===== config.mk =====
export PLATFORM = sky130hd
export DESIGN_NAME = errirq_ctl
export DESIGN_NICKNAME = d
export VERILOG_FILES = /design/src/rtl/errirq_pkg.sv /design/src/rtl/errirq_regif.sv /design/src/rtl/errirq_status.sv /design/src/rtl/errirq_capture.sv /design/src/rtl/errirq_ctl.sv
export SDC_FILE = /design/constraint.sdc
export NUM_CORES = 1
export LEC_CHECK = 0
export BUFFER_PORTS_ARGS = -buffer_cell sky130_fd_sc_hd__buf_2
export CAP_MARGIN = 20
export CORE_ASPECT_RATIO = 0.5
export CORE_MARGIN = 4
export CORE_UTILIZATION = 30
export CTS_CLUSTER_DIAMETER = 50
export CTS_CLUSTER_SIZE = 16
export DETAILED_ROUTE_END_ITERATION = 10
export PLACE_DENSITY_LB_ADDON = 0.15
export SYNTH_ARGS = -nofsm -noshare
export SYNTH_HDL_FRONTEND = slang
export SYNTH_SLANG_ARGS = --single-unit

===== constraint.sdc =====
create_clock -name clk_i -period 3.65 [get_ports clk_i]
set_clock_uncertainty 0.15 [all_clocks]
set_input_delay 0.73 -clock clk_i [delete_from_list [all_inputs] [get_ports clk_i]]
set_output_delay 0.73 -clock clk_i [all_outputs]
set_load 0.05 [all_outputs]

===== src/rtl/errirq_pkg.sv =====
package errirq_pkg;

    // Event bit positions shared by status, enable, inhibit and capture.
    typedef enum int unsigned {
        EV_POOL_CHG = 0,
        EV_ECC_1B   = 1,
        EV_ECC_MB   = 2,
        EV_LOWMARK  = 3,
        EV_BAD_CMD  = 4
    } evt_idx_e;

    // Register selected by the current access.
    typedef enum logic [2:0] {
        SEL_NONE,
        SEL_STAT,
        SEL_EN,
        SEL_INH,
        SEL_CAP
    } reg_sel_e;

endpackage


===== src/rtl/errirq_regif.sv =====
module errirq_regif
    import errirq_pkg::*;
#(
    parameter int ADDR_W = 12,
    parameter int DATA_W = 32,
    parameter int EVT_N  = 5,
    parameter logic [ADDR_W-1:0] OFS_STAT = 'hE00,
    parameter logic [ADDR_W-1:0] OFS_EN   = 'hE04,
    parameter logic [ADDR_W-1:0] OFS_INH  = 'hE08,
    parameter logic [ADDR_W-1:0] OFS_CAP  = 'hA00
) (
    input  logic              clk_i,
    input  logic              rst_ni,
    input  logic              wr_en_i,
    input  logic              rd_en_i,
    input  logic [ADDR_W-1:0] addr_i,
    input  logic [DATA_W-1:0] wdata_i,
    input  logic [EVT_N-1:0]  stat_i,
    input  logic [EVT_N-1:0]  cap_i,
    output logic [EVT_N-1:0]  en_o,
    output logic [EVT_N-1:0]  inh_o,
    output logic              stat_clr_o,
    output logic              cap_clr_o,
    output logic [EVT_N-1:0]  clr_mask_o,
    output logic [DATA_W-1:0] rdata_o
);

    localparam int PAD_W = DATA_W - EVT_N;

    typedef struct packed {
        logic [EVT_N-1:0]  en;
        logic [EVT_N-1:0]  inh;
        logic [DATA_W-1:0] rdata;
    } regif_t;

    regif_t   cur_q, nxt_d;
    reg_sel_e sel;
    logic [EVT_N-1:0] rd_field;
    logic unused_wdata;

    assign unused_wdata = ^wdata_i[DATA_W-1:EVT_N];

    always_comb begin
        sel = SEL_NONE;
        if (addr_i == OFS_STAT) sel = SEL_STAT;
        else if (addr_i == OFS_EN)  sel = SEL_EN;
        else if (addr_i == OFS_INH) sel = SEL_INH;
        else if (addr_i == OFS_CAP) sel = SEL_CAP;
    end

    always_comb begin
        nxt_d = cur_q;
        rd_field = '0;
        case (sel)
            SEL_STAT: rd_field = stat_i;
            SEL_EN:   rd_field = cur_q.en;
            SEL_INH:  rd_field = cur_q.inh;
            SEL_CAP:  rd_field = cap_i;
            default:  rd_field = '0;
        endcase
        if (wr_en_i && sel == SEL_EN)  nxt_d.en  = wdata_i[EVT_N-1:0];
        if (wr_en_i && sel == SEL_INH) nxt_d.inh = wdata_i[EVT_N-1:0];
        nxt_d.rdata = rd_en_i ? {{PAD_W{1'b0}}, rd_field} : '0;
    end

    always_ff @(posedge clk_i or negedge rst_ni) begin
        if (!rst_ni) cur_q <= '0;
        else         cur_q <= nxt_d;
    end

    assign en_o       = cur_q.en;
    assign inh_o      = cur_q.inh;
    assign rdata_o    = cur_q.rdata;
    assign stat_clr_o = wr_en_i && (sel == SEL_STAT);
    assign cap_clr_o  = wr_en_i && (sel == SEL_CAP);
    assign clr_mask_o = wdata_i[EVT_N-1:0];


    idle_rdata_zero_chk: assert property (@(posedge clk_i) disable iff (!rst_ni)
        !rd_en_i |=> rdata_o == '0);

    unmapped_rd_zero_chk: assert property (@(posedge clk_i) disable iff (!rst_ni)
        (sel == SEL_NONE) |=> rdata_o == '0);

    upper_bits_zero_chk: assert property (@(posedge clk_i) disable iff (!rst_ni)
        rdata_o[DATA_W-1:EVT_N] == '0);

    en_hold_chk: assert property (@(posedge clk_i) disable iff (!rst_ni)
        !(wr_en_i && sel == SEL_EN) |=> $stable(en_o));

    inh_hold_chk: assert property (@(posedge clk_i) disable iff (!rst_ni)
        !(wr_en_i && sel == SEL_INH) |=> $stable(inh_o));

endmodule


===== src/rtl/errirq_status.sv =====
module errirq_status #(
    parameter int EVT_N = 5
) (
    input  logic             clk_i,
    input  logic             rst_ni,
    input  logic [EVT_N-1:0] evt_i,
    input  logic [EVT_N-1:0] inh_i,
    input  logic             clr_we_i,
    input  logic [EVT_N-1:0] clr_mask_i,
    output logic [EVT_N-1:0] evt_eff_o,
    output logic [EVT_N-1:0] stat_o
);

    typedef struct packed {
        logic [EVT_N-1:0] stat;
    } stat_t;

    stat_t cur_q, nxt_d;
    logic [EVT_N-1:0] clr;
    logic [EVT_N-1:0] evt_eff;

    always_comb begin
        nxt_d   = cur_q;
        evt_eff = evt_i & ~inh_i;
        clr     = clr_we_i ? clr_mask_i : '0;
        // a fresh event outranks a clear of the same bit
        nxt_d.stat = (cur_q.stat & ~clr) | evt_eff;
    end

    always_ff @(posedge clk_i or negedge rst_ni) begin
        if (!rst_ni) cur_q <= '0;
        else         cur_q <= nxt_d;
    end

    assign stat_o    = cur_q.stat;
    assign evt_eff_o = evt_eff;

    for (genvar i = 0; i < EVT_N; i++) begin : g_bit_chk

        inhibit_blocks_chk: assert property (@(posedge clk_i) disable iff (!rst_ni)
            (inh_i[i] && !stat_o[i]) |=> !stat_o[i]);

        sticky_bit_chk: assert property (@(posedge clk_i) disable iff (!rst_ni)
            (stat_o[i] && !(clr_we_i && clr_mask_i[i])) |=> stat_o[i]);

        event_wins_chk: assert property (@(posedge clk_i) disable iff (!rst_ni)
            (evt_i[i] && !inh_i[i]) |=> stat_o[i]);

        clear_takes_chk: assert property (@(posedge clk_i) disable iff (!rst_ni)
            (clr_we_i && clr_mask_i[i] && !evt_i[i]) |=> !stat_o[i]);
    end

endmodule


===== src/rtl/errirq_capture.sv =====
module errirq_capture #(
    parameter int EVT_N = 5
) (
    input  logic             clk_i,
    input  logic             rst_ni,
    input  logic [EVT_N-1:0] evt_eff_i,
    input  logic             clr_we_i,
    input  logic [EVT_N-1:0] clr_mask_i,
    output logic [EVT_N-1:0] cap_o
);

    typedef struct packed {
        logic [EVT_N-1:0] cap;
    } cap_t;

    cap_t cur_q, nxt_d;
    logic armed;
    logic [EVT_N-1:0] clr;

    always_comb begin
        nxt_d = cur_q;
        armed = (cur_q.cap == '0);
        clr   = clr_we_i ? clr_mask_i : '0;
        nxt_d.cap = (cur_q.cap & ~clr) | (armed ? evt_eff_i : '0);
    end

    always_ff @(posedge clk_i or negedge rst_ni) begin
        if (!rst_ni) cur_q <= '0;
        else         cur_q <= nxt_d;
    end

    assign cap_o = cur_q.cap;


    frozen_capture_chk: assert property (@(posedge clk_i) disable iff (!rst_ni)
        (cap_o != '0 && !clr_we_i) |=> $stable(cap_o));

    rearm_clear_chk: assert property (@(posedge clk_i) disable iff (!rst_ni)
        (cap_o != '0 && clr_we_i) |=> (cap_o & $past(clr_mask_i)) == '0);

    armed_record_chk: assert property (@(posedge clk_i) disable iff (!rst_ni)
        (cap_o == '0) |=> cap_o == $past(evt_eff_i));

endmodule


===== src/rtl/errirq_ctl.sv =====
module errirq_ctl #(
    parameter int ADDR_W = 12,
    parameter int DATA_W = 32,
    parameter int EVT_N  = 5,
    parameter logic [ADDR_W-1:0] OFS_STAT = 'hE00,
    parameter logic [ADDR_W-1:0] OFS_EN   = 'hE04,
    parameter logic [ADDR_W-1:0] OFS_INH  = 'hE08,
    parameter logic [ADDR_W-1:0] OFS_CAP  = 'hA00
) (
    input  logic              clk_i,
    input  logic              rst_ni,
    input  logic [EVT_N-1:0]  evt_i,
    input  logic              wr_en_i,
    input  logic              rd_en_i,
    input  logic [ADDR_W-1:0] addr_i,
    input  logic [DATA_W-1:0] wdata_i,
    output logic [DATA_W-1:0] rdata_o,
    output logic              irq_o
);

    typedef struct packed {
        logic irq;
    } top_t;

    top_t cur_q, nxt_d;

    logic [EVT_N-1:0] en, inh, stat, cap, evt_eff, clr_mask;
    logic             stat_clr, cap_clr;

    errirq_regif #(
        .ADDR_W(ADDR_W), .DATA_W(DATA_W), .EVT_N(EVT_N),
        .OFS_STAT(OFS_STAT), .OFS_EN(OFS_EN),
        .OFS_INH(OFS_INH), .OFS_CAP(OFS_CAP)
    ) u_regif (
        .clk_i      (clk_i),
        .rst_ni     (rst_ni),
        .wr_en_i    (wr_en_i),
        .rd_en_i    (rd_en_i),
        .addr_i     (addr_i),
        .wdata_i    (wdata_i),
        .stat_i     (stat),
        .cap_i      (cap),
        .en_o       (en),
        .inh_o      (inh),
        .stat_clr_o (stat_clr),
        .cap_clr_o  (cap_clr),
        .clr_mask_o (clr_mask),
        .rdata_o    (rdata_o)
    );

    errirq_status #(.EVT_N(EVT_N)) u_status (
        .clk_i      (clk_i),
        .rst_ni     (rst_ni),
        .evt_i      (evt_i),
        .inh_i      (inh),
        .clr_we_i   (stat_clr),
        .clr_mask_i (clr_mask),
        .evt_eff_o  (evt_eff),
        .stat_o     (stat)
    );

    errirq_capture #(.EVT_N(EVT_N)) u_capture (
        .clk_i      (clk_i),
        .rst_ni     (rst_ni),
        .evt_eff_i  (evt_eff),
        .clr_we_i   (cap_clr),
        .clr_mask_i (clr_mask),
        .cap_o      (cap)
    );

    always_comb begin
        nxt_d = cur_q;
        nxt_d.irq = |(stat & en);
    end

    always_ff @(posedge clk_i or negedge rst_ni) begin
        if (!rst_ni) cur_q <= '0;
        else         cur_q <= nxt_d;
    end

    assign irq_o = cur_q.irq;


    irq_falls_chk: assert property (@(posedge clk_i) disable iff (!rst_ni)
        ((stat & en) == '0) |=> !irq_o);

    irq_rises_chk: assert property (@(posedge clk_i) disable iff (!rst_ni)
        ((stat & en) != '0) |=> irq_o);

endmodule


==> results.json <==
{
  "synth_warnings": 0,
  "use_met3_pct": 2.99,
  "synthCells": 137,
  "critPathKind": "primary input to flip-flop",
  "yosysMostFrequentCell": "buf_4",
  "vias": 1037,
  "fin_hold_ws_ns": 0.304,
  "async_reset_ff_share_pct": 100,
  "die_x_um": 106,
  "multi_input_area_sq_um": 648,
  "leakagePower_nw": 0.803,
  "gr-usage-met1_pct": 15.0,
  "synth_ff_type": "dfrtp_1",
  "nets": 225,
  "post_cts_buffers": 0,
  "powerDensity_mw_per_mm2": 364,
  "fin_crit_sh_pct": 70.5,
  "maxSlewHeadroom_pct": 57.2,
  "area_growth_pct": 12.4,
  "cap_violations": 0,
  "critPathArrivalTime_ns": 2.58,
  "drt.antenna.violating_nets": 0,
  "grtUsageMet2_pct": 17.1,
  "dieArea_sq_mm": 0.00600,
  "slew_viol_final": 0,
  "critPathLaunchType": "primary input",
  "syn_avg_cell_area_sq_um": 10.4,
  "worst_slew_pin_slew_ns": 0.637,
  "ys_seq_elements": 26,
  "route.detailed.drc": 0,
  "crit_path_cell_trace": "buf_2, or4_4, nor4_4, nand2_1, mux2_2",
  "fmax_ghz": 0.389,
  "grt_overflow": 0,
  "grt_pass1_vias": 1049,
  "htree_levels": 1,
  "rsz0062_at_grt": "false",
  "cp_max_fo": 7,
  "ios": 86,
  "slowest_stage": "or4_4",
  "hold_viol_final": 0,
  "ctsResizeCount": 0,
  "endpoint_kind": "flip-flop",
  "worst-path-stages": 5,
  "num_antenna_cells": 0,
  "netlist_top_cells_area": "dfrtp_1 (45%), buf_4 (14%), mux2_2 (7.9%)",
  "path_clk_slew_ns": 0.09,
  "yosysUniqueCellTypes": 31,
  "numCtsBuffers": 3,
  "synth_edf_count": 0,
  "cts_buffer_depth": 2,
  "seqCellArea_sq_um": 651,
  "slowest_delay_ns": 0.56,
  "grt_max_degree": 27,
  "setup_viol": 0,
  "grt_pass1_wl_um": 5190,
  "drtPass1Iterations": 4,
  "wl_um": 3250,
  "finalSetupTns_ns": 0,
  "drive_above_1_share_pct": 29.4,
  "cts.sinks": 26,
  "std_cell_rows": 17,
  "ys_seq_area_share_pct": 45.5,
  "syn-cell-area_sq_mm": 0.00143,
  "outcome": "finished clean",
  "power.total_w": 0.000585,
  "coreArea_sq_mm": 0.00449,
  "dp_hpwl_um": 2450,
  "synth_common_cells": "buf_4 (27), dfrtp_1 (26), mux2_2 (10), nand2_1 (10), a21oi_1 (8)",
  "ir_worst_vdd_mv": 0.134,
  "cts_hold_buf": 0,
  "crit_family": "simple AND/OR/NAND/NOR gates",
  "start_util_pct": 31.9,
  "io_buffer_count": 31,
  "worstRegToRegCells": 4,
  "die_h_um": 56.8,
  "path_buf_inv": 1,
  "track_usage_pct": 11.0,
  "holdCritPathClass": "primary input to asynchronous set/reset pin",
  "gp_congestion": 0.733,
  "yosysTopAreaCellShare_pct": 45.5,
  "dr.first_iter.drc_count": 34,
  "worstSkewPairLatency_ns": 0.27,
  "min_period_ns": 2.57,
  "cts-root-buf": "clkbuf_8",
  "antenna_found_initial": 0,
  "cp.required_ns": 3.66,
  "fillers": 456,
  "cts_tree": "built",
  "vias_per_cell": 4.39,
  "wire_per_inst_um": 13.8,
  "busiest_layer": "met2",
  "yosys.area.top_type": "dfrtp_1"
}
[worst reg2reg max path, cell delays in order (launching register included)]
cell and delay [ns]:
dfrtp_1 0.40, nor3_1 0.20, nand2_1 0.18, nor3b_1 0.22, a21o_1 0.10
[worst paths after layout]
check                           slack (ns)                      endpoint                          from
max in group asynchronous             2.67  u_capture.cap_o[2]$_DFF_PN0_                        rst_ni
worst min-delay path                  0.30  u_regif.inh_o[1]$_DFFE_PN0P_                        rst_ni
worst max register to register        2.34  u_capture.cap_o[0]$_DFF_PN0_  u_capture.cap_o[3]$_DFF_PN0_
min in group clk_i                    0.38  u_capture.cap_o[1]$_DFF_PN0_  u_capture.cap_o[1]$_DFF_PN0_
worst min register to register        0.38  u_capture.cap_o[1]$_DFF_PN0_  u_capture.cap_o[1]$_DFF_PN0_
worst max-delay path                  1.08   u_regif.en_o[0]$_DFFE_PN0P_                     addr_i[7]
[cell usage in the layout (no fill, tap or decap)]
| cell | instances |
|---|---|
| conb_1 | 27 |
| dfrtp_1 | 26 |
| maj3_1 | 1 |
| clkbuf_8 | 3 |
| buf_4 | 1 |
| a21oi_1 | 8 |
| a22oi_1 | 5 |
| inv_1 | 6 |
| mux2_2 | 10 |
| nand2b_1 | 4 |
| nor4_4 | 1 |
| o21a_1 | 1 |
| or2_2 | 1 |
| nor3_1 | 1 |
| a211oi_1 | 4 |
| a222oi_1 | 2 |
| or4b_2 | 1 |
| nor2_1 | 4 |
| nand3_1 | 2 |
| a22o_1 | 1 |
| nand4bb_1 | 1 |
| and3_1 | 4 |
| nand3b_1 | 1 |
| nor2b_1 | 2 |
| o21ai_0 | 4 |
| nand2_1 | 10 |
| nor3b_1 | 1 |
| o2bb2ai_1 | 4 |
| a21o_1 | 1 |
| nor4_2 | 1 |
| buf_2 | 31 |
| or4_4 | 1 |
[routing by layer]
metal | share of wire, % | vias to the layer above | routed length, um
met2 | 45 | 43 | 1470
met3 | 6.3 | 4 | 206
met4 | 1.0 | 0 | 34
met5 | 0 | - | 0
li1 | - | 500 | -
met1 | 47 | 490 | 1530
[where the power goes]
part | switching [W] | internal [W] | leakage [nW]
sequential | 0.00000910 | 0.000299 | 0.321
clock | 0.0000869 | 0.0000739 | 0.0216
combinational | 0.0000907 | 0.0000260 | 0.460
[cell type report]
type | instances | area share [%]
timing repair buffer | 32 | 10.1
tap | 66 | 5.14
multi-input combinational | 103 | 40.3
clock buffer | 3 | 2.57
sequential | 26 | 40.5
inverter | 6 | 1.40
[sequential cells by signal, indices dropped and copies added, names as in the netlist]
register / cells
u_regif.rdata_o: 5
irq_o: 1
u_regif.en_o: 5
u_regif.inh_o: 5
u_capture.cap_o: 5
u_status.stat_o: 5
[per-stage QoR]
step / utilization (%) / setup slack [ns] / area (sq um) / std cells
global route: 35.8 / 1.04 / 1610 / 236
finish: 35.8 / 1.08 / 1610 / 236
CTS: 35.8 / 1.09 / 1610 / 236
global placement: 34.9 / 0.799 / 1570 / 233
detailed placement: 34.9 / 0.795 / 1570 / 233
floorplan: - / 1.26 / 1530 / 163
[cell families after synthesis]
group	count (synthesis)	synth area share (%)
compound gates	30	14.4
mux	10	7.87
buf+inv	34	16.0
flops	26	45.5
simple gates	35	15.2
other cells	1	0.262
fa+ha+maj	1	0.700
No activity file was read; power rests on OpenSTA's default activity.
